--- config.mk ---
export PLATFORM = sky130hd
export DESIGN_NAME = fp4q_quantizer
export DESIGN_NICKNAME = d
export VERILOG_FILES = /design/src/rtl/fp4q_pkg.sv /design/src/rtl/fp4q_lfsr.sv /design/src/rtl/fp4q_classify.sv /design/src/rtl/fp4q_round.sv /design/src/rtl/fp4q_quantizer.sv
export SDC_FILE = /design/constraint.sdc
export NUM_CORES = 1
export LEC_CHECK = 0
export BUFFER_PORTS_ARGS = -buffer_cell sky130_fd_sc_hd__clkbuf_2
export CORE_MARGIN = 4
export CORE_UTILIZATION = 33
export CTS_CLUSTER_SIZE = 20
export DETAILED_ROUTE_END_ITERATION = 8
export PLACE_DENSITY_LB_ADDON = 0.08
export SETUP_SLACK_MARGIN = 0.5
export SYNTH_ARGS = -nofsm -noshare
export SYNTH_HDL_FRONTEND = slang
export SYNTH_SLANG_ARGS = --single-unit
--- constraint.sdc ---
create_clock -name clk -period 5.35 [get_ports clk]
set_clock_uncertainty 0.15 [all_clocks]
set_input_delay 1.07 -clock clk [delete_from_list [all_inputs] [get_ports clk]]
set_output_delay 1.07 -clock clk [all_outputs]
set_load 0.03 [all_outputs]
--- src/rtl/fp4q_pkg.sv ---
package fp4q_pkg;
    localparam int FP_W   = 32;
    localparam int EXP_W  = 8;
    localparam int MAN_W  = 23;
    localparam int BIAS   = 127;
    localparam int CODE_W = 4;
    localparam int MAG_W  = CODE_W - 1;
    localparam int SIG_W  = MAN_W + 1;
    localparam int FRAC_W = 2 * SIG_W;
    localparam int FIX_W  = FRAC_W + 2;

    typedef enum logic [1:0] {
        REG_FINE   = 2'd0,
        REG_MID    = 2'd1,
        REG_COARSE = 2'd2
    } region_e;

    typedef enum logic {
        RM_NEAREST = 1'b0,
        RM_STOCH   = 1'b1
    } rmode_e;
endpackage

--- src/rtl/fp4q_lfsr.sv ---
module fp4q_lfsr #(
    parameter int            W    = 16,
    parameter logic [W-1:0]  TAPS = 16'hB400,
    parameter logic [W-1:0]  INIT = 16'hACE1
) (
    input  logic         clk,
    input  logic         rst_n,
    input  logic         load,
    input  logic [W-1:0] load_val,
    input  logic         step,
    output logic [W-1:0] state
);
    logic         fb;
    logic [W-1:0] seed_eff;

    always_comb begin
        fb       = ^(state & TAPS);
        seed_eff = (load_val == '0) ? INIT : load_val;
    end

    always_ff @(posedge clk) begin
        if (!rst_n)
            state <= INIT;
        else if (load)
            state <= seed_eff;
        else if (step)
            state <= {state[W-2:0], fb};
    end
endmodule

--- src/rtl/fp4q_classify.sv ---
module fp4q_classify
    import fp4q_pkg::*;
(
    input  logic [FP_W-1:0]   fp,
    output logic              sign,
    output logic              is_nan,
    output logic              is_sat,
    output logic [MAG_W-1:0]  lo_mag,
    output logic [FRAC_W-1:0] frac
);
    logic [EXP_W-1:0] ex;
    logic [MAN_W-1:0] man;
    logic [SIG_W-1:0] sig;
    logic [EXP_W-1:0] sh_amt;
    logic [FIX_W-1:0] fixq;
    logic [1:0]       qint;
    region_e          region;
    logic [MAG_W-1:0] base;

    always_comb begin
        sign   = fp[FP_W-1];
        ex     = fp[FP_W-2 -: EXP_W];
        man    = fp[MAN_W-1:0];
        is_nan = (ex == '1) && (man != '0);
        is_sat = !is_nan && ((ex >= EXP_W'(BIAS + 3)) ||
                 ((ex == EXP_W'(BIAS + 2)) && man[MAN_W-1]));
        sig    = (ex == '0) ? '0 : {1'b1, man};
        sh_amt = (ex >= EXP_W'(BIAS)) ? '0 : EXP_W'(BIAS) - ex;
        fixq   = {sig, 2'b00, {SIG_W{1'b0}}} >> sh_amt;
        qint   = fixq[FIX_W-1 -: 2];
        frac   = fixq[FRAC_W-1:0];

        if (ex <= EXP_W'(BIAS))
            region = REG_FINE;
        else if (ex == EXP_W'(BIAS + 1))
            region = REG_MID;
        else
            region = REG_COARSE;

        unique case (region)
            REG_FINE:   base = MAG_W'(0);
            REG_MID:    base = MAG_W'(2);
            REG_COARSE: base = MAG_W'(4);
            default:    base = MAG_W'(0);
        endcase
        lo_mag = base + MAG_W'(qint);
    end
endmodule

--- src/rtl/fp4q_round.sv ---
module fp4q_round
    import fp4q_pkg::*;
#(
    parameter int RND_W = 16
) (
    input  logic [MAG_W-1:0]  lo_mag,
    input  logic [FRAC_W-1:0] frac,
    input  rmode_e            mode,
    input  logic [RND_W-1:0]  rnd,
    output logic [MAG_W-1:0]  mag
);
    localparam logic [FRAC_W-1:0] HALF = {1'b1, {(FRAC_W-1){1'b0}}};
    logic up;

    always_comb begin
        unique case (mode)
            RM_NEAREST: up = (frac > HALF) || ((frac == HALF) && lo_mag[0]);
            RM_STOCH:   up = rnd < frac[FRAC_W-1 -: RND_W];
            default:    up = 1'b0;
        endcase
        mag = lo_mag + MAG_W'(up);
    end
endmodule

--- src/rtl/fp4q_quantizer.sv ---
module fp4q_quantizer
    import fp4q_pkg::*;
#(
    parameter int                LFSR_W    = 16,
    parameter logic [LFSR_W-1:0] LFSR_TAPS = 16'hB400,
    parameter logic [LFSR_W-1:0] LFSR_INIT = 16'hACE1
) (
    input  logic              clk,
    input  logic              rst_n,
    input  logic              in_valid,
    input  logic [31:0]       in_data,
    input  logic              rnd_mode,
    input  logic              seed_load,
    input  logic [LFSR_W-1:0] seed_val,
    output logic              out_valid,
    output logic [3:0]        out_code
);
    logic              c_sign;
    logic              c_nan;
    logic              c_sat;
    logic [MAG_W-1:0]  c_lo;
    logic [FRAC_W-1:0] c_frac;
    logic [MAG_W-1:0]  r_mag;
    logic [LFSR_W-1:0] rnd_state;
    logic              rnd_step;
    rmode_e            mode;
    logic [CODE_W-1:0] code_next;

    assign mode     = rmode_e'(rnd_mode);
    assign rnd_step = in_valid && (mode == RM_STOCH) && !seed_load;

    fp4q_lfsr #(.W(LFSR_W), .TAPS(LFSR_TAPS), .INIT(LFSR_INIT)) u_lfsr (
        .clk      (clk),
        .rst_n    (rst_n),
        .load     (seed_load),
        .load_val (seed_val),
        .step     (rnd_step),
        .state    (rnd_state)
    );

    fp4q_classify u_cls (
        .fp     (in_data),
        .sign   (c_sign),
        .is_nan (c_nan),
        .is_sat (c_sat),
        .lo_mag (c_lo),
        .frac   (c_frac)
    );

    fp4q_round #(.RND_W(LFSR_W)) u_rnd (
        .lo_mag (c_lo),
        .frac   (c_frac),
        .mode   (mode),
        .rnd    (rnd_state),
        .mag    (r_mag)
    );

    always_comb begin
        if (c_nan)
            code_next = {1'b0, {MAG_W{1'b1}}};
        else if (c_sat)
            code_next = {c_sign, {MAG_W{1'b1}}};
        else
            code_next = {c_sign, r_mag};
    end

    always_ff @(posedge clk) begin
        if (!rst_n) begin
            out_valid <= 1'b0;
            out_code  <= '0;
        end else begin
            out_valid <= in_valid;
            if (in_valid)
                out_code <= code_next;
        end
    end
endmodule

==> metrics.txt <==
status completed; largest net degree at the start of global routing 26; Post-DP HPWL around 10 mm; Worst-Margin Slew 0.771 ns; Total Power between 0.0006 and 0.0007 W; Synth async-reset ratio 0%; FF+latch count, synth 21; Core Area 9770 sq um; Storage cell area between 400 and 500 sq um; RSZ-0062 raised after global routing yes; vias in the first global route 3933; kind of critical path in2reg; cells after synthesis 475; Post-synth top cells nand2_1, o21ai_0, clkbuf_1, nor2_1, a21oi_1; DRC errors left 0; Top Ports 58; total CTS buffers 3; Post-Syn Nets 546; antenna viol nets, final 0; max-slew violations 0; drt first pass iters 5; leading area contributor after synthesis dfxtp_1; cell family with most CP delay compound AO/OA/AOI/OAI gates; ys flop type dfxtp_1; clk sinks 21; Worst path max stage delay 0.59 ns; crit start category primary input; top-area cell type share of the netlist area 12.7%; crit path time final 4.97 ns; peak supply drop 0.0822 mV; CP bufs+invs 2; Power Dens Cells 145 nW/um^2; clock insertion delay at the later pin of the skew report about 0.26 ns; initial antenna violation count 0; CTS tree yes; number of max-cap violations 0; Worst-path clk slew 0.08 ns; die height 108 um; root buf cell clkbuf_8; CP max stage cell or4_4; drt via density 6.10; TNS Setup 0 ns; Via Count 4230; most frequent CP cell a21o_1; Req. time, crit path 5.36 ns; initial drt markers 403; buffers added on ports 57; Hold/Removal Path Class reg2reg; GRT Residual Overflow 0; wire length of the first global-routing pass 21.1 mm; hold_buf cts 0; Die ar. 11700 sq um; Lkg Pwr 1.81 nW; crit-path cells clkbuf_2, or4_4, buf_4, o21ai_1, o211a_1, and3_4, or3_4, ha_4, a21o_1, a21o_1, a21o_1, a21o_1, a21oi_2, nor2b_1, a2111o_1, o211ai_1, ha_2, ha_4, xor2_2, xnor2_1, o221a_2; critical path depth 21; share of the yosys chip area belonging to registers 12.7%; gpl congestion 0.942; R2R cell count 15; H-tree depth 1; ANT cells 0; All-Layer GR Usage 22.2%; Yosys warnings 0; Worst setup EP type flip-flop; Site Rows 36; most numerous cell in the Yosys netlist nand2_1; area of the multi-input gates between 2000 and 3000 sq um; Die X between 100 and 150 um; CTS Buffer Depth 2; Final Util 45.2%; crit-path max FO 5; drt wl/cell about 19 um; Mean Syn Cell Area 6.98 sq um; # fillers approximately 1000; Detailed Route WL 13.3 mm; worst rel slew slack 48.5%; area grow syn2layout 33.2%; synth top area cells dfxtp_1, ha_1, nand2_1, o21ai_0, mux2i_1; Final Net Count 632; final worst path period share 93.0%; Crit path arrival time 4.99 ns; Initial Util between 30% and 40%; layout cell share with drive strength beyond 1 33.8%; Achievable Freq about 200 MHz; endpoints failing setup 0; Distinct cells, synth between 60 and 70; Cell Area, Synth 3310 sq um; count of final hold-check violations 0; Hold Path Depth 2; EDFF count, synth 0
## placed cells by master (no fill, tap or decap), drive strengths merged, types with 6 or more instances in the layout
| cell type | synthesis | final |
|---|---|---|
| buf | 11 | 71 |
| clkbuf | 34 | 59 |
| nand2 | 54 | 54 |
| o21ai | 35 | 35 |
| nor2 | 34 | 34 |
| a21oi | 22 | 22 |
| dfxtp | 21 | 21 |
| ha | 18 | 18 |
| o22ai | 17 | 17 |
| mux2i | 14 | 14 |
| nor3 | 13 | 13 |
| nor4 | 13 | 13 |
| and2 | 12 | 12 |
| nand3 | 12 | 12 |
| mux2 | 11 | 11 |
| o211ai | 9 | 9 |
| inv | 9 | 9 |
| nand4 | 9 | 9 |
| or3 | 9 | 9 |
| a311oi | 8 | 8 |
| a21o | 7 | 7 |
| nand2b | 6 | 6 |
| or2 | 6 | 6 |
## layout make-up
type | instances | area share, %
timing repair buffer | 126 | 20.2
tap | 133 | 3.77
clock buffer | 4 | 1.02
sequential | 21 | 9.52
inverter | 9 | 0.765
multi-input combinational | 400 | 64.7
## cell families (layout without fill, tap and decap cells)
logic type | Yosys count | after routing | synth area share (%)
buf+inv | 54 | 139 | 6.76
flops | 21 | 21 | 12.7
mux | 25 | 25 | 7.97
simple gates | 196 | 196 | 31.6
compound gates | 156 | 156 | 32.8
xor+xnor | 5 | 5 | 1.32
fa+ha+maj | 18 | 18 | 6.80
## power breakdown
part	switching [W]	internal, W	total, W
logic	0.000199	0.000162	0.000360
clock network	0.0000519	0.0000531	0.000105
registers	0.00000949	0.000167	0.000176
total	0.000260	0.000382	0.000642
## worst paths after layout
path / slack [ns] / startpoint / endpoint
worst max-delay path: 0.38 / in_data[26] / out_code[2]
worst min-delay path: 0.33 / out_code[3] / out_code[3]
worst max register to register: 2.32 / u_lfsr.state[9] / out_code[2]
worst min register to register: 0.33 / out_code[3] / out_code[3]
## sequential cells by signal, summed over array words and instances (netlist names)
name and count:
out_code 4, out_valid 1, u_lfsr.state 16
## per-stage QoR
stage                     cells  setup WS (ns)  area [sq um]  hold WS (ns)
after floorplan             475          0.312          3390         0.426
after global placement      682      0.0000711          4130         0.319
after detailed placement    682        -0.0634          4130         0.325
after CTS                   689          0.432          4280         0.340
after global routing        693          0.250          4410         0.360
final                       693          0.377          4410         0.333
## tightest hold or removal path: cells and delay by family, from the launching register on
kind,cells,cell delay (ns)
AOI/OAI and AO/OA,1,0.07
DFF,1,0.31
and+or+nand+nor,1,0.06
## per-layer routing
metal / routed length, um / part of all wire [%] / global-route usage, % / up-vias
met5: 0 / 0 / 0 / -
met4: 223 / 1.7 / 2.98 / 0
met3: 877 / 6.6 / 2.69 / 25
met2: 5820 / 44 / 34.9 / 193
met1: 6400 / 48 / 33.2 / 2008
li1: - / - / - / 2004
## what timing repair did
| action | 4_1_cts | 5_1_grt |
|---|---|---|
| resized for setup | 22 | 28 |
| endpoints found under the hold margin | 0 | 0 |
| endpoints found under the setup margin | 2 | 3 |
| pin swaps | 3 | 8 |
| buffers inserted | 3 | 3 |
| gates cloned | 0 | 1 |
No activity file was read; power rests on OpenSTA's default activity.
